### src/rtl/accAluPkg.sv
package accAluPkg;

  // two-operand ALU codes
  localparam logic [2:0] ALU_SUB = 3'd1;
  localparam logic [2:0] ALU_CMP = 3'd3;
  localparam logic [2:0] ALU_ADD = 3'd4;
  localparam logic [2:0] ALU_AND = 3'd5;
  localparam logic [2:0] ALU_OR  = 3'd6;
  localparam logic [2:0] ALU_XOR = 3'd7;

  // conditional modify codes
  localparam logic [2:0] MOD_ASR = 3'd2;
  localparam logic [2:0] MOD_SHL = 3'd3;
  localparam logic [2:0] MOD_NEG = 3'd6;
  localparam logic [2:0] MOD_ABS = 3'd7;

  // condition selector codes
  localparam logic [3:0] COND_ALWAYS = 4'd0;
  localparam logic [3:0] COND_ZERO   = 4'd5;
  localparam logic [3:0] COND_NEG    = 4'd7;

  // status word layout
  localparam int unsigned Z_BIT = 13;
  localparam int unsigned N_BIT = 15;

  typedef struct packed {
    logic       accWe;
    logic       zWe;
    logic       nWe;
    logic       selMod;
    logic [2:0] aluOp;
    logic [2:0] modOp;
  } ctrlStrobe_t;

endpackage

### src/rtl/accAluCond.sv
module accAluCond
  import accAluPkg::*;
(
  input  logic [3:0] condCode,
  input  logic       condSense,
  input  logic       zFlag,
  input  logic       nFlag,
  output logic       condPass
);

  logic testedFlag;

  always_comb begin
    unique case (condCode)
      COND_ALWAYS: testedFlag = 1'b1;
      COND_ZERO:   testedFlag = zFlag;
      COND_NEG:    testedFlag = nFlag;
      default:     testedFlag = 1'b0;
    endcase
  end

  // sense 1 looks for a set flag, sense 0 for a clear one
  assign condPass = condSense ? testedFlag : ~testedFlag;

endmodule

### src/rtl/accAluCtrl.sv
module accAluCtrl
  import accAluPkg::*;
(
  input  logic        opValid,
  input  logic [2:0]  opCode,
  input  logic        modValid,
  input  logic [2:0]  modCode,
  input  logic        condPass,
  output ctrlStrobe_t strobe
);

  logic aluLegal;
  logic modLegal;
  logic doAlu;
  logic doMod;

  always_comb begin
    unique case (opCode)
      ALU_SUB, ALU_CMP, ALU_ADD, ALU_AND, ALU_OR, ALU_XOR: aluLegal = 1'b1;
      default:                                              aluLegal = 1'b0;
    endcase
    unique case (modCode)
      MOD_ASR, MOD_SHL, MOD_NEG, MOD_ABS: modLegal = 1'b1;
      default:                            modLegal = 1'b0;
    endcase
  end

  // an ALU request always outranks a modify request
  assign doAlu = opValid & aluLegal;
  assign doMod = ~opValid & modValid & modLegal & condPass;

  always_comb begin
    strobe        = '0;
    strobe.aluOp  = opCode;
    strobe.modOp  = modCode;
    strobe.selMod = doMod;
    strobe.accWe  = (doAlu & (opCode != ALU_CMP)) | doMod;
    strobe.zWe    = doAlu | (doMod & (modCode != MOD_ABS));
    strobe.nWe    = doAlu | doMod;
  end

endmodule

### src/rtl/accAluPath.sv
module accAluPath
  import accAluPkg::*;
#(
  parameter int unsigned DATA_W = 16
) (
  input  logic                  clk,
  input  logic                  rstN,
  input  logic [DATA_W-1:0]     operand,
  input  ctrlStrobe_t           strobe,
  output logic [2*DATA_W-1:0]   acc,
  output logic                  zFlag,
  output logic                  nFlag
);

  localparam int unsigned ACC_W = 2 * DATA_W;

  logic [ACC_W-1:0] accQ;
  logic [ACC_W-1:0] aligned;
  logic [ACC_W-1:0] aluRes;
  logic [ACC_W-1:0] modRes;
  logic [ACC_W-1:0] result;
  logic             zQ;
  logic             nQ;

  assign aligned = {operand, {DATA_W{1'b0}}};

  always_comb begin
    unique case (strobe.aluOp)
      ALU_SUB, ALU_CMP: aluRes = accQ - aligned;
      ALU_ADD:          aluRes = accQ + aligned;
      ALU_AND:          aluRes = accQ & aligned;
      ALU_OR:           aluRes = accQ | aligned;
      ALU_XOR:          aluRes = accQ ^ aligned;
      default:          aluRes = accQ;
    endcase
  end

  always_comb begin
    unique case (strobe.modOp)
      MOD_ASR: modRes = {accQ[ACC_W-1], accQ[ACC_W-1:1]};
      MOD_SHL: modRes = {accQ[ACC_W-2:0], 1'b0};
      MOD_NEG: modRes = {ACC_W{1'b0}} - accQ;
      MOD_ABS: modRes = accQ[ACC_W-1] ? ({ACC_W{1'b0}} - accQ) : accQ;
      default: modRes = accQ;
    endcase
  end

  assign result = strobe.selMod ? modRes : aluRes;

  always_ff @(posedge clk) begin
    if (!rstN) begin
      accQ <= '0;
      zQ   <= 1'b0;
      nQ   <= 1'b0;
    end else begin
      if (strobe.accWe) accQ <= result;
      if (strobe.zWe)   zQ   <= (result == '0);
      if (strobe.nWe)   nQ   <= result[ACC_W-1];
    end
  end

  assign acc   = accQ;
  assign zFlag = zQ;
  assign nFlag = nQ;

endmodule

### src/rtl/accAluTop.sv
module accAluTop
  import accAluPkg::*;
#(
  parameter int unsigned DATA_W = 16,
  parameter int unsigned STAT_W = 16
) (
  input  logic                clk,
  input  logic                rstN,
  input  logic                opValid,
  input  logic [2:0]          opCode,
  input  logic [DATA_W-1:0]   operand,
  input  logic                modValid,
  input  logic [2:0]          modCode,
  input  logic [3:0]          condCode,
  input  logic                condSense,
  output logic                condPass,
  output logic [2*DATA_W-1:0] acc,
  output logic [STAT_W-1:0]   status
);

  ctrlStrobe_t strobe;
  logic        zFlag;
  logic        nFlag;

  accAluCond u_cond (
    .condCode (condCode),
    .condSense(condSense),
    .zFlag    (zFlag),
    .nFlag    (nFlag),
    .condPass (condPass)
  );

  accAluCtrl u_ctrl (
    .opValid (opValid),
    .opCode  (opCode),
    .modValid(modValid),
    .modCode (modCode),
    .condPass(condPass),
    .strobe  (strobe)
  );

  accAluPath #(.DATA_W(DATA_W)) u_path (
    .clk    (clk),
    .rstN   (rstN),
    .operand(operand),
    .strobe (strobe),
    .acc    (acc),
    .zFlag  (zFlag),
    .nFlag  (nFlag)
  );

  always_comb begin
    status        = '0;
    status[Z_BIT] = zFlag;
    status[N_BIT] = nFlag;
  end

endmodule

### config.mk
export PLATFORM = sky130hd
export DESIGN_NAME = accAluTop
export DESIGN_NICKNAME = d
export VERILOG_FILES = /design/src/rtl/accAluPkg.sv /design/src/rtl/accAluCond.sv /design/src/rtl/accAluCtrl.sv /design/src/rtl/accAluPath.sv /design/src/rtl/accAluTop.sv
export SDC_FILE = /design/constraint.sdc
export NUM_CORES = 1
export LEC_CHECK = 0
export CORE_MARGIN = 4
export CORE_UTILIZATION = 35
export DETAILED_ROUTE_END_ITERATION = 8
export PLACE_DENSITY = 0.54
export REMOVE_ABC_BUFFERS = 1
export SLEW_MARGIN = 20
export SYNTH_ARGS = -nofsm -noshare
export SYNTH_HDL_FRONTEND = slang
export SYNTH_SLANG_ARGS = --single-unit
### constraint.sdc
create_clock -name clk -period 5.4 [get_ports clk]
set_input_delay 1.08 -clock clk [delete_from_list [all_inputs] [get_ports clk]]
set_output_delay 1.08 -clock clk [all_outputs]
set_load 0.05 [all_outputs]
======== Yosys cells after proc, flatten, opt, wreduce, memory -nomap -nowiden ========
Cells that the tools add are included.
word-level totals
  input port bits ......................... 31
  memories kept ........................... 0
  bits in latches ......................... 0
  register bits ........................... 34
  bits in read-only memories .............. 0
  bits in writable memories ............... 0
cells by class
  multipliers ............................. 0
  divide/modulo/power cells ............... 0
  mux-type cells .......................... 8
  reduce and logical (&&, ||, !) cells .... 5
  $add $sub $neg .......................... 3
  equal/unequal tests ..................... 14
  bitwise logic cells ..................... 14
  shift-type cells ........................ 0
  magnitude comparators ................... 0
operators with widths
  cell                   number
  $pmux 32 s5            1
  $pmux 32 s4            1
  $mux 32                2
  $add 32x32->32         1
  $and 32x32->32         1
  $logic_not 32->1       1
  $or 32x32->32          1
  $sub 1x32->32 const A  1
  $sub 32x32->32         1
  $xor 32x32->32         1
  $eq 3x3->1 const B     6
  $eq 3x2->1 const B     3
  $eq 4x3->1 const B     2
  $and 1x1->1            6
  $reduce_or 6->1        1
  $logic_not 4->1        1
  $reduce_or 4->1        1
  $eq 3x1->1 const B     1
  $mux 1                 3
  $ne 3x2->1 const B     1
  $ne 3x3->1 const B     1
  $or 1x1->1             3
  $pmux 1 s3             1
  $not 1->1              2
  $reduce_or 2->1        1

======== Logic depth before layout (Yosys ltp) ========
  word-level depth ........................ 7
  mapped depth ............................ 17
  mapped depth without buffers ............ 16

======== Modules after synthesis ========
From an unflattened synthesis, not the netlist that was laid out.
second synthesis, totals
  cells, all modules ...................... 786
  area, all modules ....................... 5670.4 um2
by module, submodules not included
  module      sequential area each (um2)  area an instance (um2)  cells each  instances
  accAluPath  680.7                       5391.4                  748         1
  accAluTop   0.0                         123.9                   17          1
  accAluCtrl  0.0                         118.9                   16          1
  accAluCond  0.0                         36.3                    5           1

======== Worst setup path before layout ========
OpenSTA, ideal clock, no wires.
  kind .................................... input-to-reg
  start point ............................. input port opCode[2]
  end point ............................... register u_path.zQ, in the netlist u_path.zFlag
  stages .................................. 16
  data arrival time ....................... 4.476 ns
  buffers on the path ..................... 2
  data required time ...................... 5.316 ns
  library setup time ...................... 0.084 ns
  path slack .............................. 0.840 ns
  cell sequence ........................... clkbuf_1 or3b_1 clkbuf_1 o21ai_0 inv_1 fa_1 nor2b_1 o2111ai_1 a31o_2 a21oi_1 nor2_1 xnor2_1 a221oi_1 o21ai_1 or4_1 o31ai_2
on the way
  longest elaborated chain between the ends .. 5
  elaborated cells between the ends (all ways) .. 14
  classes of those cells .................. eq/ne (6); mux (3); bitwise (2); reduce/logical (3)
ends and longest elaborated chain
  what                                                       line                                text
  from (decl)                                                accAluTop.sv:10                     input logic [2:0] opCode,
  $eq 3x1->1, or another cell as far along                   accAluCtrl.sv:18, accAluPath.sv:28
  $reduce_or 2->1 / $reduce_or 6->1 (equally long branches)  accAluPath.sv:28, accAluCtrl.sv:18
  $pmux 32 s5 / $mux 1 (equally long branches)               accAluPath.sv:28, accAluCtrl.sv:18
  $mux 32 / $and 1x1->1 (equally long branches)              accAluPath.sv:48, accAluCtrl.sv:29
  $logic_not 32->1 / $or 1x1->1 (equally long branches)      accAluPath.sv:57, accAluCtrl.sv:38
  to (signal assigned)                                       accAluPath.sv:57                    if (strobe.zWe) zQ <= (result == '0);
  to (decl)                                                  accAluPath.sv:22                    logic zQ;
Several ways; a longest one is shown, not always the timed one.
A chain may end at the register's enable or synchronous reset.

======== Final worst setup path ========
Same ends and word-level chain as after synthesis.

==> summary.md <==
| Metric | Value |
|---|---|
| Status | `complete, no violations` |
| Starting DRT DRC Count | `512` |
| Cts repair resizes | `0` |
| Slew Viols, Final | `0` |
| Part of the cycle the worst path needs | `0.8965` |
| Crit path kind | `in2reg` |
| Peak VDD IR | `0.0001084 V` |
| Root buf cell | `clkbuf_16` |
| CTS tree | `built` |
| CTS Buf Count | `5` |
| Via density | `~6` |
| PortBufs | `65` |
| Vias | `slightly above 6k` |
| Overall power | `1310 uW` |
| Worst setup path endpoint | `u_path.zFlag$_SDFFE_PN0P_` |
| Area of the multi-input gates | `0.004448 mm2` |
| R2R Path End | `u_path.zFlag$_SDFFE_PN0P_` |
| Worst min-delay path category | `reg2reg` |
| Initial antenna violation count | `0` |
| Setup TNS | `0 ns` |
| Setup Buffers After CTS | `0` |
| Initial Util | `0.3631` |
| Ys Warns | `0` |
| Tmin final | `about 4.8 ns` |
| Final std cells w/o fill | `1037` |
| Synth area leaders | `dfxtp_1, ha_1, mux2i_1, nor2_1, xnor2_1` |
| Worst r2r path cells | `12` |
| Met3 Wirelength | `1.212 mm` |
| H-tree lvl count | `2` |
| Flop2flop setup slack | `1.23 ns` |
| Hold Buf Count CTS | `0` |
| CP Data Required Time | `5.61 ns` |
| Synthesized cell area | `0.005602 mm2` |
| Final Hold Viols | `0` |
| Pwr dens | `198.7 mW/mm2` |
| CTS Sinks | `34` |
| Clk slew on worst S/H paths | `0.07 ns` |
| Crit path max fanout | `4` |
| Wirelength per Cell | `20.23 um` |
| Max-cap viol count | `0` |
| Die Area | `between 0.015 and 0.02 mm2` |
| Chip Height | `~130 um` |
| Tightest Pin Transition | `approximately 0.96 ns` |
| Row Count | `45` |
| Most frequent cell after synthesis | `nor2_1` |
| Startpoint Class | `primary input` |
| Maximum clock path buffer count | `2` |
| Total core area | `0.01543 mm2` |
| Syn avg cell area | `between 7 and 8 um2` |
| Relative slew slack | `0.3586` |
| Metal2 WL | `9.743 mm` |
| First drt pass iteration count | `5` |
| Arr. time, crit path | `5.06 ns` |
| Area share of the leading cell type in the synthesized netlist | `0.1215` |
| Synth async-reset ratio | `0` |
| Mapped Cells | `787` |
| Vias in the first global route | `approximately 6k` |
| ANT cells | `0` |
| Clk Latency, worst-skew pair | `0.29 ns` |
| #FFs+latches synth | `34` |
| # fillers | `1626` |
| Met1 WL | `9.585 mm` |
| DP Cell Count | `~1.0k` |
| Remaining DRCs | `0` |
| First-pass GRT wire length | `32.33 mm` |
| Netlist cell types | `74` |
| Clk_skew | `approximately 0.011 ns` |
| Synth Flop Type | `dfxtp_1` |
| Worst r2r src | `u_path.acc[0]$_SDFFE_PN0P_` |
| Post-synth EDFFs | `0` |
| Grt ovf | `0` |
| Largest net degree at the start of global routing | `41` |
| Total length of routed wires | `20.98 mm` |
| Setup violations, final | `0` |
| Area delta synth->final | `17.67%` |
| Die W | `134.5 um` |
| Layout Nets | `909` |
| Sequential share of the synthesized area | `0.1215` |
| Number of I/O pins | `80` |
| Post-synth top cells | `nor2_1, nand2_1, clkbuf_1, ha_1` |
| Final ANT Viol Nets | `0` |
| Top layer reached by signal wires | `met4` |
| Routability cong. | `~0.94` |
| DP HPWL | `15.88 mm` |
| Layout cells sized above 1 | `0.07385` |
| Register area | `680.7 um2` |
| Fmax | `206.6 MHz` |
| Unrepaired setup endpoints after global routing | `false` |
| Critical path origin | `opCode[2]` |
| Leak Pwr | `0.002613 uW` |
| CP endpoint kind | `register` |
| Gr usage total | `0.2216` |
| Cell taking the most area after synthesis | `dfxtp_1` |
-- metrics by stage --
step / instance area (um2) / hold slack (ns) / util / worst slack [ns]
2_1_floorplan: 5304 / 0.7270 / - / 0.3738
5_1_grt: 6591 / 0.5568 / 0.4273 / 0.2808
3_3_place_gp: 6444 / 0.5319 / 0.4177 / 0.3758
6_report: 6591 / 0.5372 / 0.4273 / 0.5590
3_5_place_dp: 6444 / 0.5261 / 0.4177 / 0.3194
4_1_cts: 6591 / 0.5387 / 0.4273 / 0.6046
-- report_power, final --
group,leakage (uW),internal (uW),switching (uW),total (uW)
Sequential,0.000278,267,49.5,317
Combinational,0.00226,266,422,688
Clock,0.0000739,183,121,305
Total,0.00261,717,593,1310
-- per-layer routing --
| metal | vias up | global-route usage |
|---|---|---|
| met5 | - | 0 |
| met2 | 243 | 0.3587 |
| met3 | 33 | 0.03055 |
| met4 | 0 | 0.06335 |
| met1 | 2967 | 0.3083 |
| li1 | 2952 | - |
-- cells by family (layout without fill, tap and decap cells) --
family,after synthesis,after routing,share of synthesized area
AND/OR/NAND/NOR,251,251,0.2220
AO/OA/AOI/OAI,236,236,0.2890
buffers and inverters,126,152,0.09538
adder cells (fa/ha/maj),53,53,0.1197
multiplexers,50,50,0.09537
XOR/XNOR,36,36,0.05629
flip-flops,34,34,0.1215
other,1,14,0.0006694
-- layout make-up --
cell class	instances	area share
clock buffers	7	0.02164
flip-flops and latches	34	0.1033
multi-input cells	640	0.6748
well taps	211	0.04005
inverters	50	0.02847
repair buffers	94	0.1310
clock inverters	1	0.0007593
-- worst max-delay path, cell delays in order --
cell             delay (ns)
clkdlybuf4s50_1        0.47
or3b_1                 0.46
o21ai_0                0.28
inv_1                  0.09
fa_1                   0.43
nor2b_1                0.16
o21ai_0                0.13
xor2_1                 0.17
a221oi_1               0.14
a221oi_1               0.35
nand4_1                0.19
nor4_1                 0.32
o2111ai_1              0.15
or4_1                  0.45
o31ai_2                0.18
-- sequential cells by signal, indices dropped and copies added (netlist names) --
| name | count |
|---|---|
| u_path.nFlag | 1 |
| u_path.acc | 32 |
| u_path.zFlag | 1 |
-- worst min path at each step --
stage,cells after the start,to,from,slack (ns)
after floorplan,2,u_path.zFlag$_SDFFE_PN0P_,u_path.zFlag$_SDFFE_PN0P_,0.73
after global placement,2,u_path.zFlag$_SDFFE_PN0P_,u_path.zFlag$_SDFFE_PN0P_,0.53
after detailed placement,2,u_path.zFlag$_SDFFE_PN0P_,u_path.zFlag$_SDFFE_PN0P_,0.53
after CTS,2,u_path.zFlag$_SDFFE_PN0P_,u_path.zFlag$_SDFFE_PN0P_,0.54
after global routing,2,u_path.zFlag$_SDFFE_PN0P_,u_path.zFlag$_SDFFE_PN0P_,0.56
final,2,u_path.zFlag$_SDFFE_PN0P_,u_path.zFlag$_SDFFE_PN0P_,0.54
-- layout by cell type (no fill, tap or decap), types with 5 or more instances in the layout --
cell type        synthesis  routed
nand4_1                 10      10
xnor2_1                 33      33
nand2_1                 57      57
clkdlybuf4s50_1          0      64
mux2i_1                 41      40
o211ai_1                 8       8
nand3_1                 13      13
clkbuf_16                0       5
o221ai_1                10      10
o311ai_0                 5       5
a31oi_1                 14      14
nor2b_1                  5       5
dfxtp_1                 34      34
a211oi_1                26      26
and3_1                   6       6
nor2_1                  82      82
nand2b_1                 7       7
a22oi_1                  8       8
nor4_1                  11      11
or3_1                    8       8
a21o_1                   6       6
conb_1                   1      14
o31ai_1                  7       7
o32ai_1                  5       5
buf_4                   16      29
nor3_1                  19      19
inv_1                   49      49
or4_1                    6       6
and2_1                   6       6
o21ai_0                 35      35
ha_1                    52      52
a21oi_1                 49      49
a221oi_1                 9       9
o211a_1                  5       5
o22ai_1                 10      10
mux2_2                   6       6
o21ai_1                  6       6
(Power assumes the default switching activity.)
